--- src/rtl/mref_pkg.sv ---
package mref_pkg;

    localparam int OP_W = 5;

    typedef enum logic [2:0] {
        ST_FETCH,
        ST_DECODE,
        ST_INDIRECT,
        ST_EXECUTE,
        ST_WRITEBACK
    } seq_state_e;

    typedef enum logic [OP_W-1:0] {
        OP_JUMP    = 5'd2,
        OP_CALL    = 5'd3,
        OP_INCSKIP = 5'd4,
        OP_DECSKIP = 5'd5,
        OP_ANDA    = 5'd6,
        OP_ORA     = 5'd7,
        OP_XORA    = 5'd8,
        OP_ADDA    = 5'd9,
        OP_ADDB    = 5'd10,
        OP_SUBA    = 5'd11,
        OP_SUBB    = 5'd12,
        OP_ADCA    = 5'd13,
        OP_ADCB    = 5'd14,
        OP_SBCA    = 5'd15,
        OP_SBCB    = 5'd16,
        OP_LOADA   = 5'd17,
        OP_LOADB   = 5'd18,
        OP_CMPA    = 5'd19,
        OP_CMPB    = 5'd20,
        OP_STOREA  = 5'd21,
        OP_STOREB  = 5'd22
    } mref_op_e;

    // True for every opcode this sequencer executes itself.
    function automatic logic is_mref(input logic [OP_W-1:0] op);
        return (op >= OP_JUMP) && (op <= OP_STOREB);
    endfunction

    // Opcodes that consume the data word found at the operand address.
    function automatic logic uses_operand(input logic [OP_W-1:0] op);
        return is_mref(op) && !(op inside {OP_JUMP, OP_CALL, OP_STOREA, OP_STOREB});
    endfunction

    // Opcodes that end with a memory write.
    function automatic logic uses_writeback(input logic [OP_W-1:0] op);
        return op inside {OP_CALL, OP_INCSKIP, OP_DECSKIP, OP_STOREA, OP_STOREB};
    endfunction

endpackage

--- src/rtl/mref_parity.sv ---
module mref_parity #(
    parameter int DATA_W = 17,
    parameter bit ODD    = 1'b0
) (
    input  logic [DATA_W-1:0] data,
    output logic              par
);
    generate
        if (ODD) begin : g_odd
            assign par = ~(^data);
        end else begin : g_even
            assign par = ^data;
        end
    endgenerate
endmodule

--- src/rtl/mref_addr_gen.sv ---
module mref_addr_gen #(
    parameter int ADDR_W = 15,
    parameter int PAGE_W = 10
) (
    input  logic [ADDR_W-1:0] cur_pc,
    input  logic              zero_page,
    input  logic [PAGE_W-1:0] offset,
    output logic [ADDR_W-1:0] eff_addr
);
    localparam int PNUM_W = ADDR_W - PAGE_W;

    logic [PNUM_W-1:0] page_sel;

    assign page_sel = zero_page ? '0 : cur_pc[ADDR_W-1:PAGE_W];
    assign eff_addr = {page_sel, offset};
endmodule

--- src/rtl/mref_exec.sv ---
module mref_exec
    import mref_pkg::*;
#(
    parameter int DATA_W = 17
) (
    input  logic [OP_W-1:0]   op,
    input  logic [DATA_W-1:0] a_in,
    input  logic [DATA_W-1:0] b_in,
    input  logic              c_in,
    input  logic              gt_in,
    input  logic [DATA_W-1:0] operand,
    output logic [DATA_W-1:0] a_out,
    output logic [DATA_W-1:0] b_out,
    output logic              c_out,
    output logic              gt_out,
    output logic              skip,
    output logic [DATA_W-1:0] wb_data
);
    localparam int EXT_W = DATA_W + 1;

    logic              sel_b;
    logic              is_sub;
    logic              is_cform;
    logic [DATA_W-1:0] rsel;
    logic [DATA_W-1:0] addend;
    logic              cin;
    logic [EXT_W-1:0]  sum;
    logic [DATA_W-1:0] inc_val;
    logic [DATA_W-1:0] dec_val;

    assign sel_b    = op inside {OP_ADDB, OP_SUBB, OP_ADCB, OP_SBCB, OP_LOADB, OP_CMPB, OP_STOREB};
    assign is_sub   = op inside {OP_SUBA, OP_SUBB, OP_SBCA, OP_SBCB};
    assign is_cform = op inside {OP_ADCA, OP_ADCB, OP_SBCA, OP_SBCB};
    assign rsel     = sel_b ? b_in : a_in;
    assign addend   = is_sub ? ~operand : operand;
    assign cin      = is_cform ? c_in : is_sub;
    assign sum      = {1'b0, rsel} + {1'b0, addend} + EXT_W'(cin);
    assign inc_val  = operand + DATA_W'(1);
    assign dec_val  = operand - DATA_W'(1);

    always_comb begin
        a_out   = a_in;
        b_out   = b_in;
        c_out   = c_in;
        gt_out  = gt_in;
        skip    = 1'b0;
        wb_data = operand;
        case (op)
            OP_ADDA, OP_SUBA, OP_ADCA, OP_SBCA: begin
                a_out = sum[DATA_W-1:0];
                c_out = sum[DATA_W];
            end
            OP_ADDB, OP_SUBB, OP_ADCB, OP_SBCB: begin
                b_out = sum[DATA_W-1:0];
                c_out = sum[DATA_W];
            end
            OP_ANDA: a_out = a_in & operand;
            OP_ORA:  a_out = a_in | operand;
            OP_XORA: a_out = a_in ^ operand;
            OP_LOADA: a_out = operand;
            OP_LOADB: b_out = operand;
            OP_CMPA, OP_CMPB: begin
                gt_out = rsel > operand;
                skip   = rsel == operand;
            end
            OP_INCSKIP: begin
                wb_data = inc_val;
                skip    = inc_val == '0;
            end
            OP_DECSKIP: begin
                wb_data = dec_val;
                skip    = dec_val == '0;
            end
            OP_STOREA, OP_STOREB: wb_data = rsel;
            default: ;
        endcase
    end
endmodule

--- src/rtl/mref_sequencer.sv ---
module mref_sequencer
    import mref_pkg::*;
#(
    parameter int DATA_W   = 17,
    parameter int ADDR_W   = 15,
    parameter int PAGE_W   = 10,
    parameter int RESET_PC = 1024,
    parameter bit PAR_ODD  = 1'b0
) (
    input  logic              clk,
    input  logic              rst_n,
    output logic [ADDR_W-1:0] mem_addr,
    output logic              mem_re,
    output logic              mem_we,
    output logic [DATA_W:0]   mem_wdata,
    input  logic [DATA_W:0]   mem_rdata,
    output logic [DATA_W-1:0] reg_a,
    output logic [DATA_W-1:0] reg_b,
    output logic              flag_c,
    output logic              flag_gt,
    output logic [ADDR_W-1:0] pc,
    output logic              retire,
    output logic              pass_valid,
    output logic [DATA_W-1:0] pass_word,
    output logic              parity_err
);
    localparam int OP_LSB  = DATA_W - OP_W;
    localparam int IND_BIT = OP_LSB - 1;
    localparam int ZP_BIT  = OP_LSB - 2;

    seq_state_e        state_q, state_d;
    logic [ADDR_W-1:0] pc_q, ea_q;
    logic [OP_W-1:0]   op_q;
    logic [DATA_W-1:0] a_q, b_q, wb_q, pass_word_q;
    logic              c_q, gt_q, perr_q, retire_q, pass_q;

    logic [DATA_W-1:0] rd_data;
    logic              rd_par_exp, rd_bad, rd_checked, wr_par;
    logic [OP_W-1:0]   dec_op;
    logic              dec_ind, dec_zp;
    logic [PAGE_W-1:0] dec_off;
    logic [ADDR_W-1:0] dec_ea;

    logic [DATA_W-1:0] x_a, x_b, x_wb;
    logic              x_c, x_gt, x_skip;

    assign rd_data = mem_rdata[DATA_W-1:0];
    assign dec_op  = rd_data[DATA_W-1:OP_LSB];
    assign dec_ind = rd_data[IND_BIT];
    assign dec_zp  = rd_data[ZP_BIT];
    assign dec_off = rd_data[PAGE_W-1:0];

    mref_parity #(.DATA_W(DATA_W), .ODD(PAR_ODD)) u_par_chk (
        .data (rd_data),
        .par  (rd_par_exp)
    );

    mref_parity #(.DATA_W(DATA_W), .ODD(PAR_ODD)) u_par_gen (
        .data (wb_q),
        .par  (wr_par)
    );

    mref_addr_gen #(.ADDR_W(ADDR_W), .PAGE_W(PAGE_W)) u_addr (
        .cur_pc    (pc_q),
        .zero_page (dec_zp),
        .offset    (dec_off),
        .eff_addr  (dec_ea)
    );

    mref_exec #(.DATA_W(DATA_W)) u_exec (
        .op      (op_q),
        .a_in    (a_q),
        .b_in    (b_q),
        .c_in    (c_q),
        .gt_in   (gt_q),
        .operand (rd_data),
        .a_out   (x_a),
        .b_out   (x_b),
        .c_out   (x_c),
        .gt_out  (x_gt),
        .skip    (x_skip),
        .wb_data (x_wb)
    );

    assign rd_bad     = rd_par_exp != mem_rdata[DATA_W];
    assign rd_checked = (state_q == ST_DECODE) || (state_q == ST_INDIRECT) ||
                        ((state_q == ST_EXECUTE) && uses_operand(op_q));

    // State register
    always_ff @(posedge clk) begin
        if (!rst_n) state_q <= ST_FETCH;
        else        state_q <= state_d;
    end

    // Transitions
    always_comb begin
        state_d = state_q;
        unique case (state_q)
            ST_FETCH:     state_d = ST_DECODE;
            ST_DECODE: begin
                if (!is_mref(dec_op)) state_d = ST_FETCH;
                else if (dec_ind)     state_d = ST_INDIRECT;
                else                  state_d = ST_EXECUTE;
            end
            ST_INDIRECT:  state_d = ST_EXECUTE;
            ST_EXECUTE:   state_d = uses_writeback(op_q) ? ST_WRITEBACK : ST_FETCH;
            ST_WRITEBACK: state_d = ST_FETCH;
            default:      state_d = ST_FETCH;
        endcase
    end

    // Memory bus outputs per state
    always_comb begin
        mem_re    = 1'b0;
        mem_we    = 1'b0;
        mem_addr  = pc_q;
        mem_wdata = {wr_par, wb_q};
        unique case (state_q)
            ST_FETCH:  mem_re = 1'b1;
            ST_DECODE: begin
                if (is_mref(dec_op)) begin
                    mem_addr = dec_ea;
                    mem_re   = dec_ind || uses_operand(dec_op);
                end
            end
            ST_INDIRECT: begin
                mem_addr = rd_data[ADDR_W-1:0];
                mem_re   = uses_operand(op_q);
            end
            ST_EXECUTE: ;
            ST_WRITEBACK: begin
                mem_addr = ea_q;
                mem_we   = 1'b1;
            end
            default: ;
        endcase
    end

    // Architectural state and retire reporting
    always_ff @(posedge clk) begin
        if (!rst_n) begin
            pc_q        <= ADDR_W'(RESET_PC);
            ea_q        <= '0;
            op_q        <= '0;
            a_q         <= '0;
            b_q         <= '0;
            wb_q        <= '0;
            c_q         <= 1'b0;
            gt_q        <= 1'b0;
            perr_q      <= 1'b0;
            retire_q    <= 1'b0;
            pass_q      <= 1'b0;
            pass_word_q <= '0;
        end else begin
            retire_q <= 1'b0;
            pass_q   <= 1'b0;
            if (rd_checked && rd_bad) perr_q <= 1'b1;
            unique case (state_q)
                ST_FETCH: ;
                ST_DECODE: begin
                    op_q <= dec_op;
                    ea_q <= dec_ea;
                    if (!is_mref(dec_op)) begin
                        pc_q        <= pc_q + ADDR_W'(1);
                        retire_q    <= 1'b1;
                        pass_q      <= 1'b1;
                        pass_word_q <= rd_data;
                    end
                end
                ST_INDIRECT: ea_q <= rd_data[ADDR_W-1:0];
                ST_EXECUTE: begin
                    a_q  <= x_a;
                    b_q  <= x_b;
                    c_q  <= x_c;
                    gt_q <= x_gt;
                    wb_q <= x_wb;
                    if (op_q == OP_JUMP) begin
                        pc_q <= ea_q;
                    end else if (op_q == OP_CALL) begin
                        wb_q <= DATA_W'(pc_q + ADDR_W'(1));
                        pc_q <= ea_q + ADDR_W'(1);
                    end else begin
                        pc_q <= pc_q + (x_skip ? ADDR_W'(2) : ADDR_W'(1));
                    end
                    if (!uses_writeback(op_q)) retire_q <= 1'b1;
                end
                ST_WRITEBACK: retire_q <= 1'b1;
                default: ;
            endcase
        end
    end

    assign reg_a      = a_q;
    assign reg_b      = b_q;
    assign flag_c     = c_q;
    assign flag_gt    = gt_q;
    assign pc         = pc_q;
    assign retire     = retire_q;
    assign pass_valid = pass_q;
    assign pass_word  = pass_word_q;
    assign parity_err = perr_q;


    parity_sticky_chk: assert property (@(posedge clk) disable iff (!rst_n)
        perr_q |=> perr_q);


    write_parity_chk: assert property (@(posedge clk) disable iff (!rst_n)
        mem_we |-> ((^mem_wdata) == PAR_ODD));


    write_after_exec_chk: assert property (@(posedge clk) disable iff (!rst_n)
        mem_we |-> ($past(state_q) == ST_EXECUTE));


    retire_then_fetch_chk: assert property (@(posedge clk) disable iff (!rst_n)
        retire_q |-> (state_q == ST_FETCH));


    regs_hold_chk: assert property (@(posedge clk) disable iff (!rst_n)
        (state_q != ST_EXECUTE) |=> ($stable(a_q) && $stable(b_q) && $stable(c_q)));


    pc_hold_chk: assert property (@(posedge clk) disable iff (!rst_n)
        (state_q inside {ST_FETCH, ST_INDIRECT, ST_WRITEBACK}) |=> $stable(pc_q));


    no_rw_overlap_chk: assert property (@(posedge clk) disable iff (!rst_n)
        !(mem_re && mem_we));

endmodule

--- config.mk ---
export PLATFORM = sky130hd
export DESIGN_NAME = mref_sequencer
export DESIGN_NICKNAME = d
export VERILOG_FILES = /design/src/rtl/mref_pkg.sv /design/src/rtl/mref_parity.sv /design/src/rtl/mref_addr_gen.sv /design/src/rtl/mref_exec.sv /design/src/rtl/mref_sequencer.sv
export SDC_FILE = /design/constraint.sdc
export NUM_CORES = 1
export LEC_CHECK = 0
export ABC_AREA = 1
export BUFFER_PORTS_ARGS = -buffer_cell sky130_fd_sc_hd__buf_4
export CELL_PAD_IN_SITES_DETAIL_PLACEMENT = 0
export CELL_PAD_IN_SITES_GLOBAL_PLACEMENT = 1
export CORE_ASPECT_RATIO = 0.8
export CORE_MARGIN = 2
export CORE_UTILIZATION = 42
export DETAILED_ROUTE_END_ITERATION = 8
export GPL_TIMING_DRIVEN = 0
export PLACE_DENSITY_LB_ADDON = 0.12
export SYNTH_ARGS = -nofsm -noshare
export SYNTH_HDL_FRONTEND = slang
export SYNTH_SLANG_ARGS = --single-unit
--- constraint.sdc ---
create_clock -name clk -period 4.95 [get_ports clk]
set_input_delay 0.495 -clock clk [delete_from_list [all_inputs] [get_ports clk]]
set_output_delay 0.495 -clock clk [all_outputs]
set_load 0.01 [all_outputs]
==> impl_results.rst, run 1 <==
.. list-table::
   :header-rows: 1

   * - Metric
     - Value
   * - Result of the run
     - finished, final reports clean
   * - Detail-routed net length per standard cell
     - 21.92 um
   * - Hold Fails Final Rpt
     - 0
   * - Post-Route Setup TNS
     - 0 ns
   * - Leading cell type by number of instances after synthesis
     - nand2_1
   * - Proportion of register bits with asynchronous set or reset after synthesis
     - 0
   * - Synth Net Count
     - 1735
   * - Count of placed standard cells including taps
     - 2063
   * - Half-perimeter wire length of the detailed placement result
     - 35.09 mm
   * - Via count of the first global-routing pass
     - 10.92k
   * - Hold WC Path Type
     - primary input to flip-flop
   * - GRT Resource Usage Total
     - 0.3566
   * - Predominant post-synthesis flop cell
     - dfxtp_1
   * - Share of final-layout standard cells stronger than drive strength 1
     - 0.1093
   * - Clk_lat worst skew
     - 0.39 ns
   * - Wire length of the first global-routing pass
     - 67.63 mm
   * - Final Max Tran Viols
     - 0
   * - Critical path class
     - primary input to flip-flop
   * - Number of levels in the clock H-tree
     - 3
   * - Number of enable-type register cells in the synthesized netlist
     - 0
   * - Min cycle time layout
     - 4.809 ns
   * - Maximum number of pins on one net before global-route repair
     - 21
   * - CTS clock-pin slew for the worst setup and hold paths
     - 0.09 ns
   * - Count of cell types in the netlist
     - 50
   * - Critical Path Start Type
     - primary input
   * - Mean post-synth cell area
     - 6.332 sq um
   * - Final worst clock skew
     - 0.008795 ns
   * - Max-cap check violation count
     - 0
   * - Area of the multi-input gates
     - 0.007136 sq mm
   * - Number of design-rule violations left by the first detailed-router iteration
     - 1633
   * - Count of non-filler cells in the finished layout
     - 2084
   * - Total power divided by cell area
     - 241.7 mW/mm^2
   * - Post-synthesis to final-layout area growth
     - 16.89%
   * - Total Die Area
     - 0.02570 sq mm
   * - Worst Max-Slew Pin Slew
     - 0.9338 ns
   * - Count of vias placed by the detailed router
     - 12.10k
   * - FF+latch count, synth
     - 111
   * - Cell Area, Synth
     - 0.01026 sq mm
   * - Cell count after synthesis
     - 1620
   * - Worst voltage drop across the vdd grid
     - 0.1572 mV
   * - Period utilisation layout
     - 0.9714
   * - # rows
     - 51
   * - Post-route ant nets
     - 0
   * - Maximum buffer depth of the clock tree
     - 2
   * - Number of primary I/O pins
     - 126
   * - Largest area contributor in the synthesized netlist
     - dfxtp_1
   * - Clock Tree Root
     - clkbuf_16
   * - Top post-synthesis cells by count
     - nand2_1 (408), inv_1 (158), o21ai_0 (143), a21oi_1 (132), nand3_1 (118)
   * - Synth warn
     - 0
   * - Peak Freq
     - 208.0 MHz
   * - Count of port buffers added during placement
     - 125
   * - Number of antenna repair diodes
     - 0
   * - Synth top area cells
     - dfxtp_1 (22%), nand2_1 (15%), ha_1 (11%)
   * - Highest fanout seen on the critical path
     - 10
   * - Clock sink count
     - 111
   * - Antenna violations before repair
     - 1
   * - Share of synthesized area occupied by flip-flops and latches
     - 0.2166
   * - Gr ovfl total
     - 0
   * - Endpoint type of the worst setup path
     - flip-flop
   * - Core region area
     - 0.02418 sq mm
   * - TritonCTS clock tree
     - done
   * - Routed WL
     - 45.67 mm
   * - Worst Path Arrival
     - 5.11 ns
   * - Count of unresolved DRC violations after routing
     - 0
   * - Final setup fails
     - 0
   * - Fraction of synthesized cell area taken by the top area cell type
     - 0.2166
   * - CP required
     - 5.25 ns
   * - Vias per inst
     - 5.805
   * - Filler cells
     - 2594
   * - Number of buffers created by CTS
     - 9
   * - Number of buffers inserted by hold repair at cts
     - 0
   * - Final net count
     - 1876
   * - Reg area
     - 0.002226 sq mm
   * - Final weighted congestion in routability-driven placement
     - 0.9809
   * - Initial core utilization
     - 0.4242
   * - Leakage power summed over all cells
     - 5.560 nW
   * - Worst slew margin relative to its limit
     - 0.3774
   * - Floorplan die height
     - 143.8 um
   * - Die X-Extent
     - 178.7 um
   * - Detailed-router iteration count before antenna repair
     - 6
worst max-delay path, cell delays in order:
cell      delay (ns)
buf_4           0.11
clkbuf_1        0.59
clkinv_1        0.69
ha_1            0.44
nand3_1         0.13
nand2_1         0.11
nand3_1         0.10
xor2_1          0.22
nor2_1          0.07
nand3_1         0.13
nand2_1         0.07
nor2_1          0.18
ha_1            0.24
fa_1            0.22
nand3_1         0.17
nor2_2          0.34
nand2_1         0.12
o21ai_0         0.16
o211ai_1        0.11
nand3_1         0.09
o21ai_0         0.09
o21ai_0         0.21
final timing paths:
check / startpoint / endpoint / slack [ns] / depth (start not counted)
setup / recovery: mem_rdata[11] / pc[10] / 0.14 / 22
hold / removal: mem_rdata[1] / reg_b[1] / 0.45 / 3
setup reg to reg: op_q[0] / pc[10] / 0.18 / 24
hold reg to reg: parity_err / parity_err / 0.47 / 2
per-stage QoR:
stage / instance area (sq um) / total power [mW] / worst slack (ns) / utilization / hold WS (ns)
after floorplan: 10260 / 1.685 / 1.065 / - / 0.4470
after global placement: 11590 / 2.067 / -0.4295 / 0.4794 / 0.4438
after detailed placement: 11590 / 2.071 / -0.4714 / 0.4794 / 0.4550
after CTS: 11920 / 2.862 / 0.02519 / 0.4930 / 0.4459
after global routing: 11990 / 3.057 / -0.05193 / 0.4958 / 0.4551
final: 11990 / 2.899 / 0.1414 / 0.4958 / 0.4530
power by group:
part	internal [mW]	switching [mW]	leakage (nW)	total [mW]
Combinational	0.366	0.732	4.51	1.10
Sequential	0.942	0.0628	0.904	1.00
Clock	0.371	0.425	0.148	0.795
Total	1.68	1.22	5.56	2.90
layer usage:
layer  wire length, um  GRT usage  vias to the layer above
li1                  -          -                     5695
met1             21280     0.5352                     5657
met2             17640     0.4810                      681
met3              5942     0.1204                       64
met4               809    0.07873                        0
met5                 0          0                        -
registers in the layout, summed over array words and instances, names as in the netlist:
| name | count |
|---|---|
| pass_word | 17 |
| reg_a | 17 |
| reg_b | 17 |
| wb_q | 17 |
| ea_q | 15 |
| pc | 15 |
| op_q | 5 |
| state_q | 3 |
| flag_c | 1 |
| flag_gt | 1 |
| parity_err | 1 |
| pass_valid | 1 |
| retire | 1 |
layout by cell type (no fill, tap or decap), types with 3 or more instances in the layout:
| master | instances |
|---|---|
| nor3_1 | 20 |
| a211oi_1 | 7 |
| nor2_1 | 106 |
| a31oi_1 | 14 |
| o2111ai_1 | 13 |
| clkbuf_1 | 54 |
| nand3_1 | 118 |
| a22oi_1 | 10 |
| o21ai_0 | 143 |
| clkbuf_16 | 9 |
| inv_2 | 8 |
| o22ai_1 | 9 |
| o211ai_1 | 6 |
| clkinv_1 | 14 |
| nand2_1 | 408 |
| buf_2 | 10 |
| dfxtp_1 | 108 |
| nor2_2 | 6 |
| nand4_1 | 20 |
| buf_4 | 133 |
| nor2_4 | 3 |
| fa_1 | 3 |
| inv_1 | 157 |
| o21ai_1 | 5 |
| o21bai_1 | 5 |
| dfxtp_2 | 3 |
| a221oi_1 | 7 |
| xnor2_1 | 21 |
| xor2_1 | 65 |
| and2_1 | 7 |
| nand3b_1 | 7 |
| a21oi_1 | 132 |
| o221ai_1 | 7 |
| ha_1 | 92 |
| o21ai_2 | 6 |
area by class of cell:
class	count	area share
timing repair buffer	130	0.08139
buffer	69	0.02358
multi-input combinational	1261	0.5951
inverter	179	0.05603
tap	318	0.03318
sequential	111	0.1856
clock inverter	6	0.005217
clock buffer	10	0.01993
timing repair:
action,4_1_cts,5_1_grt
endpoints found under the setup margin,11,15
gates resized for setup,5,13
pin swaps,2,2
buffers inserted,2,3
hold endpoints to repair,0,0
logic make-up after synthesis:
logic type | Yosys count | synth area share
AO/OA/AOI/OAI | 375 | 0.2088
adder cells (fa/ha/maj) | 95 | 0.1181
buffers and inverters | 248 | 0.09282
multiplexers | 1 | 0.0009758
flip-flops | 111 | 0.2166
AND/OR/NAND/NOR | 704 | 0.2893
XOR/XNOR | 86 | 0.07342
Power figures use the tool's default switching activity.
==> run 2: changes to the inputs <==
--- a/config.mk
+++ b/config.mk
@@ -11,7 +11,7 @@
 export CELL_PAD_IN_SITES_GLOBAL_PLACEMENT = 1
 export CORE_ASPECT_RATIO = 0.8
 export CORE_MARGIN = 2
-export CORE_UTILIZATION = 42
+export CORE_UTILIZATION = 30
 export DETAILED_ROUTE_END_ITERATION = 8
 export GPL_TIMING_DRIVEN = 0
 export PLACE_DENSITY_LB_ADDON = 0.12
==> run 2 against run 1 <==
  * Clock skew is 0.0032 ns higher
  * Worst setup slack improved by 0.13 ns
  * Via count is 1.2% lower
  * Register-to-register slack improved by 0.12 ns
  * Cell count rose by 5.8%
  * Total power rose by 1.2%
  * Critical path depth up 1
  * Highest routed layer is now met5
==> impl_results.rst, run 2 (synthesis results as in run 1) <==
.. list-table::
   :header-rows: 1

   * - Metric
     - Value
   * - Count of port buffers added during placement
     - 125
   * - Final net count
     - 1880
   * - Detailed-router iteration count before antenna repair
     - 5
   * - # rows
     - 60
   * - Final setup fails
     - 0
   * - Count of non-filler cells in the finished layout
     - 2205
   * - Cell type with the highest occurrence count on the critical path
     - nand2_1
   * - Half-perimeter wire length of the detailed placement result
     - 39.02 mm
   * - Final Max Tran Viols
     - 0
   * - Final worst clock skew
     - 0.01201 ns
   * - Worst Path Arrival
     - 4.99 ns
   * - Gr ovfl total
     - 0
   * - Worst Max-Slew Pin Slew
     - 0.9829 ns
   * - Number of design-rule violations left by the first detailed-router iteration
     - 1267
   * - Proportion of total power due to net switching
     - 0.4253
   * - Count of vias placed by the detailed router
     - 11.95k
   * - TritonCTS clock tree
     - done
   * - Critical Path Start Type
     - primary input
   * - CP required
     - 5.26 ns
   * - Critical path class
     - primary input to flip-flop
   * - Hold WC Path Type
     - primary input to flip-flop
   * - Highest fanout seen on the critical path
     - 10
   * - Floorplan die height
     - 169.4 um
   * - Post-synthesis to final-layout area growth
     - 18.99%
   * - Wire length of the first global-routing pass
     - 73.03 mm
   * - Final Total Pwr
     - 2.934 mW
   * - Clk_lat worst skew
     - 0.39 ns
   * - Worst reg2reg endpoint
     - pc[14]
   * - Number of primary I/O pins
     - 126
   * - Routed WL
     - 49.74 mm
   * - Standard cell with the maximum stage delay on the critical path
     - clkinv_1
   * - Antenna violations before repair
     - 1
   * - Clock Tree Root
     - clkbuf_16
   * - Total power divided by cell area
     - 240.4 mW/mm^2
   * - Filler cells
     - 3736
   * - Most common cell after layout, fill and taps aside
     - nand2_1
   * - Die X-Extent
     - 210.7 um
   * - Clock sink count
     - 111
   * - Result of the run
     - finished, final reports clean
   * - Post-Route Setup TNS
     - 0 ns
   * - Max-cap check violation count
     - 0
   * - Vias per inst
     - 5.419
   * - Hold Fails Final Rpt
     - 0
   * - Number of levels in the clock H-tree
     - 3
   * - Total Die Area
     - 0.03570 sq mm
   * - Leakage power summed over all cells
     - 5.585 nW
   * - Crit Reg-Reg Startpoint
     - op_q[4]
   * - Worst setup path startpoint
     - mem_rdata[11]
   * - Peak Freq
     - 213.6 MHz
   * - Commonest cells after routing, fill and taps aside
     - nand2_1 (405), inv_1 (158), o21ai_0 (143)
   * - Switching Power
     - 1.248 mW
   * - Portion of total power attributed to combinational logic
     - 0.383
   * - Detail-routed net length per standard cell
     - 22.56 um
   * - Post-route ant nets
     - 0
   * - Initial core utilization
     - 0.3050
   * - Worst slew margin relative to its limit
     - 0.3447
   * - Delay contributed by the slowest stage of the critical path
     - 0.67 ns
   * - CTS clock-pin slew for the worst setup and hold paths
     - 0.08 ns
   * - Final weighted congestion in routability-driven placement
     - 0.9410
   * - Share of final-layout standard cells stronger than drive strength 1
     - 0.1153
   * - Maximum buffer depth of the clock tree
     - 2
   * - Power share of the sequential group
     - 0.343
   * - Min cycle time layout
     - 4.681 ns
   * - Number of buffers created by CTS
     - 9
   * - Number of buffers inserted by hold repair at cts
     - 0
   * - Worst hold stages
     - 3
   * - Worst-path cell chain
     - buf_4, clkbuf_1, clkinv_1, ha_1, nand3_1, nand2_1, nand3_1, xor2_1, nor2_1, nand3_1, nand2_1, nor2_2, ha_1, nand2_1, a21boi_4, nand2_1, nor2_2, nand2_1, o21ai_0, nand2_1, nand3_1, nand3_1, a21oi_1
   * - End of the critical path
     - pc[13]
   * - Count of placed standard cells including taps
     - 2179
   * - Via count of the first global-routing pass
     - 11.11k
   * - Reg-to-reg slack, setup
     - 0.30 ns
   * - Worst voltage drop across the vdd grid
     - 0.1514 mV
   * - Period utilisation layout
     - 0.9457
   * - Count of unresolved DRC violations after routing
     - 0
   * - Final core occ
     - 0.3629
   * - Maximum number of pins on one net before global-route repair
     - 21
   * - Cell depth of the worst flop-to-flop path
     - 26
   * - Core region area
     - 0.03363 sq mm
   * - Total internal power
     - 1.686 mW
   * - Clk network pwr share
     - 0.274
   * - GRT Resource Usage Total
     - 0.2770
   * - Endpoint type of the worst setup path
     - flip-flop
[run 2: cell count changes in the layout (fill, tap and decap cells not counted), sizes merged]
| cell | delta |
|---|---|
| buf | +4 |
| clkinvlp | +2 |
| diode | +1 |
| clkinv | -2 |
[run 2: worst min-delay path by stage]
stage | start | to | slack (ns)
2_1_floorplan | state_q[2] | state_q[0] | 0.45
3_3_place_gp | parity_err | parity_err | 0.45
3_5_place_dp | parity_err | parity_err | 0.45
4_1_cts | mem_rdata[3] | reg_b[3] | 0.43
5_1_grt | mem_rdata[3] | reg_b[3] | 0.47
6_report | mem_rdata[3] | reg_b[3] | 0.45
[run 2: layout make-up]
class	count	area (sq um)	share of cell area
multi-input combinational	1261	7167	0.5871
sequential	111	2226	0.1823
timing repair buffer	134	1006	0.08241
inverter	179	675.6	0.05535
tap	434	543.0	0.04449
buffer	69	286.5	0.02347
clock buffer	10	239.0	0.01958
clock inverter	6	61.31	0.005023
antenna	1	2.502	0.0002050
[run 2: power groups by stage]
| stage | sequential, mW | clock, mW | combinational [mW] |
|---|---|---|---|
| 2_1_floorplan | 1.02 | 0 | 0.670 |
| 3_3_place_gp | 1.02 | 0 | 1.08 |
| 3_5_place_dp | 1.02 | 0 | 1.08 |
| 4_1_cts | 1.00 | 0.829 | 1.09 |
| 5_1_grt | 1.01 | 0.857 | 1.23 |
| 6_report | 1.00 | 0.804 | 1.13 |
[run 2: routing by layer]
metal	global-route usage	vias up	wire length, um
li1	-	5711	-
met2	0.3824	510	19640
met3	0.06162	37	4384
met5	0.01379	-	66
met1	0.4300	5689	25030
met4	0.05205	2	614
[run 2: timing repair]
item                       in CTS  in global routing
setup endpoints to repair      13                 13
cloned                          0                  0
resized for setup               8                 19
pin swaps                       3                  4
buffers inserted                3                  6
[run 2: worst max-delay path, delay by kind of cell]
family	cells	cell delay (ns)
AND/OR/NAND/NOR	14	1.65
adder cells (fa/ha/maj)	2	0.67
XOR/XNOR	1	0.26
AO/OA/AOI/OAI	3	0.55
buffers and inverters	3	1.36
[run 2: metrics by stage]
step / cell area, sq um / hold slack, ns / setup WS, ns
after floorplan: 10260 / 0.4470 / 1.065
after global placement: 11740 / 0.4475 / -1.020
after detailed placement: 11740 / 0.4508 / -0.9816
after CTS: 12090 / 0.4349 / 0.02326
after global routing: 12200 / 0.4736 / -0.01556
final: 12210 / 0.4534 / 0.2686
==> run 3: changes to the inputs <==
--- a/config.mk
+++ b/config.mk
@@ -15,6 +15,8 @@
 export DETAILED_ROUTE_END_ITERATION = 8
 export GPL_TIMING_DRIVEN = 0
 export PLACE_DENSITY_LB_ADDON = 0.12
+export SKIP_CTS_REPAIR_TIMING = 1
 export SYNTH_ARGS = -nofsm -noshare
 export SYNTH_HDL_FRONTEND = slang
+export SYNTH_HIERARCHICAL = 1
 export SYNTH_SLANG_ARGS = --single-unit
==> run 3 against run 2 <==
  * Routed wire length increased by 12%
  * Design area increased by 9.5%
  * Sequential cell count did not move
  * Core utilization down 1.1 points
  * Clock skew is 0.0029 ns higher
  * Hold slack worse by 0.022 ns
  * Clock power up 1%
  * Count of clock-buffer cells in the layout did not move
  * Combinational power up 8%
  * Critical endpoint is now pc[10]
  * Via count is 12% higher
  * Global-route usage is 0.28 points higher
  * Maximum frequency rose by 0.12%
==> impl_results.rst, run 3 <==
.. list-table::
   :header-rows: 1

   * - Metric
     - Value
   * - Family with the most delay on the worst path
     - simple AND/OR/NAND/NOR gates
   * - Endpoint type of the worst setup path
     - flip-flop
   * - Final Max Tran Viols
     - 0
   * - Critical Path Start Type
     - flip-flop
   * - Cell depth of the worst flop-to-flop path
     - 28
   * - Most common cell after layout, fill and taps aside
     - nand2_1
   * - Post-route ant nets
     - 0
   * - Worst Path Arrival
     - 4.94 ns
   * - Worst slew margin relative to its limit
     - 0.4173
   * - Cell count after synthesis
     - 1887
   * - Count of non-filler cells in the finished layout
     - 2525
   * - Cell type with the highest occurrence count on the critical path
     - nand2_1
   * - Leading cell type by number of instances after synthesis
     - nand2_1
   * - Detailed-router iteration count before antenna repair
     - 6
   * - Adder-Cell Fraction of Synth Area
     - 0.08707
   * - Worst Max-Slew Pin Slew
     - 0.8741 ns
   * - Hold Fails Final Rpt
     - 0
   * - Half-perimeter wire length of the detailed placement result
     - 44.05 mm
   * - Proportion of synthesized area in mux cells
     - 0.0009820
   * - Max-cap check violation count
     - 0
   * - Count of vias placed by the detailed router
     - 13.43k
   * - Startpoint of the worst hold path
     - mem_rdata[15]
   * - FF+latch count, synth
     - 111
   * - Total power divided by cell area
     - 230.4 mW/mm^2
   * - Predominant post-synthesis flop cell
     - dfxtp_1
   * - Synth top area cells
     - dfxtp_1 (19%), nand2_1 (16%), ha_1 (8.2%)
   * - Critical path class
     - flip-flop to flip-flop
   * - Maximum buffer depth of the clock tree
     - 2
   * - Main combinational cell family by area after synthesis
     - simple AND/OR/NAND/NOR gates
   * - Maximum number of pins on one net before global-route repair
     - 22
   * - Count of unresolved DRC violations after routing
     - 0
   * - Synth warn
     - 6
   * - Wire length of the first global-routing pass
     - 81.24 mm
   * - Number of design-rule violations left by the first detailed-router iteration
     - 1356
   * - GRT Resource Usage Total
     - 0.2798
   * - Clock Tree Root
     - clkbuf_16
   * - Destination of the worst hold path
     - pass_word[15]
   * - Period utilisation layout
     - 0.9446
   * - Highest fanout seen on the critical path
     - 10
   * - Worst reg2reg endpoint
     - pc[10]
   * - Vias per inst
     - 5.320
   * - Commonest cells after routing, fill and taps aside
     - nand2_1 (498), nor2_1 (202), inv_1 (185)
   * - Min cycle time layout
     - 4.676 ns
   * - Count of cell types in the netlist
     - 53
   * - Count of port buffers added during placement
     - 124
   * - CP required
     - 5.22 ns
   * - Number of enable-type register cells in the synthesized netlist
     - 0
   * - Synth Net Count
     - 1985
   * - Delay contributed by the slowest stage of the critical path
     - 0.43 ns
   * - Placement-stage cell area
     - 0.01302 sq mm
   * - Worst hold stages
     - 3
   * - Floorplan die height
     - 178.9 um
   * - Count of placed standard cells including taps
     - 2506
   * - Reg-to-reg slack, setup
     - 0.27 ns
   * - Final weighted congestion in routability-driven placement
     - 0.9373
   * - Final net count
     - 2122
   * - Simple-gate share of the synthesized area
     - 0.3720
   * - Clk_lat worst skew
     - 0.41 ns
   * - Fraction of synthesized cell area taken by the top area cell type
     - 0.1938
   * - CP bufs+invs
     - 5
   * - Proportion of register bits with asynchronous set or reset after synthesis
     - 0
   * - RSZ-0062 raised after global routing
     - no
   * - Total Die Area
     - 0.03981 sq mm
   * - Gr ovfl total
     - 0
   * - Post-synthesis to final-layout area growth
     - 16.60%
   * - Share of the synthesized area in compound gates (AO/OA/AOI/OAI)
     - 0.1773
   * - Core region area
     - 0.03796 sq mm
   * - Number of levels in the clock H-tree
     - 3
   * - Antenna violations before repair
     - 0
   * - Worst voltage drop across the vdd grid
     - 0.2155 mV
   * - Final worst clock skew
     - 0.01495 ns
   * - Largest area contributor in the synthesized netlist
     - dfxtp_1
   * - Hold WC Path Type
     - primary input to flip-flop
   * - Initial core utilization
     - 0.3021
   * - TritonCTS clock tree
     - done
   * - Peak Freq
     - 213.9 MHz
   * - Final setup fails
     - 0
   * - Standard cell with the maximum stage delay on the critical path
     - fa_1
   * - Clock sink count
     - 111
   * - Crit Reg-Reg Startpoint
     - op_q[4]
   * - Die X-Extent
     - 222.6 um
   * - Cell Area, Synth
     - 0.01147 sq mm
   * - Share of synthesized area occupied by flip-flops and latches
     - 0.1938
   * - Detail-routed net length per standard cell
     - 22.07 um
   * - Number of buffers created by CTS
     - 9
   * - # rows
     - 64
   * - Xor and xnor area share after synthesis
     - 0.05565
   * - Final cell area excluding filler cells
     - 0.01337 sq mm
   * - Routed WL
     - 55.72 mm
   * - Mean post-synth cell area
     - 6.077 sq um
   * - Leakage power summed over all cells
     - 6.184 nW
   * - Share of final-layout standard cells stronger than drive strength 1
     - 0.1449
   * - Post-Route Setup TNS
     - 0 ns
   * - CTS clock-pin slew for the worst setup and hold paths
     - 0.09 ns
   * - Number of primary I/O pins
     - 126
   * - Result of the run
     - finished, final reports clean
   * - Via count of the first global-routing pass
     - 12.37k
   * - Top post-synthesis cells by count
     - nand2_1 (498), nor2_1 (202), inv_1 (185), nand3_1 (163), o21ai_0 (133)
run 3: how the worst max path moves through the flow:
| stage | startpoint | end | cells past startpoint |
|---|---|---|---|
| floorplan | op_q[4] | pc[14] | 27 |
| global placement | mem_rdata[14] | pc[10] | 22 |
| detailed placement | mem_rdata[14] | pc[10] | 22 |
| CTS | op_q[3] | pc[10] | 27 |
| global route | op_q[4] | pc[10] | 28 |
| finish | op_q[4] | pc[10] | 28 |
run 3: through the flow:
step                      power, mW  setup slack [ns]  utilization  hold slack [ns]
final                         3.081            0.2741       0.3523           0.4315
after global routing          3.260           0.02093       0.3522           0.4191
after CTS                     3.077           0.08525       0.3511           0.4171
after detailed placement      2.251         -0.006732       0.3430           0.4527
after global placement        2.249          -0.01634       0.3430           0.4491
after floorplan               1.784             1.149            -           0.4462
run 3: cell families after synthesis:
kind of cell               Yosys count
muxes                                1
adders and majority gates           78
buffers and inverters              300
DFF                                111
xor gates and xnor gates            72
AOI/OAI and AO/OA                  348
and+or+nand+nor                    977
run 3: worst reg2reg max path, delay by kind of cell (launching register included):
kind                     cells  cell delay [ns]
AND/OR/NAND/NOR             18             2.19
adder cells (fa/ha/maj)      3             0.95
buffers and inverters        5             0.63
flip-flops                   1             0.40
AO/OA/AOI/OAI                2             0.37
run 3: layer usage:
layer	track usage	up-vias	part of all wire
met4	0.06851	0	0.016
met5	0	-	0
met2	0.3965	507	0.40
met3	0.06932	44	0.088
met1	0.4166	6381	0.50
li1	-	6500	-
run 3: final cells by class:
cell class | count | area [sq um]
Fill cell | 4332 | 24590
Multi-Input combinational cell | 1476 | 7968
Sequential cell | 111 | 2227
Timing Repair Buffer | 126 | 945.9
Inverter | 204 | 768.2
Tap cell | 495 | 619.3
Buffer | 96 | 530.5
Clock buffer | 10 | 239.0
Clock inverter | 6 | 70.07
Antenna cell | 1 | 2.502
run 3: power by group:
group          internal [mW]  total [mW]  switching [mW]
registers              0.953        1.04          0.0880
clock network          0.373       0.816           0.443
logic                  0.410        1.22           0.813
total                   1.74        3.08            1.34
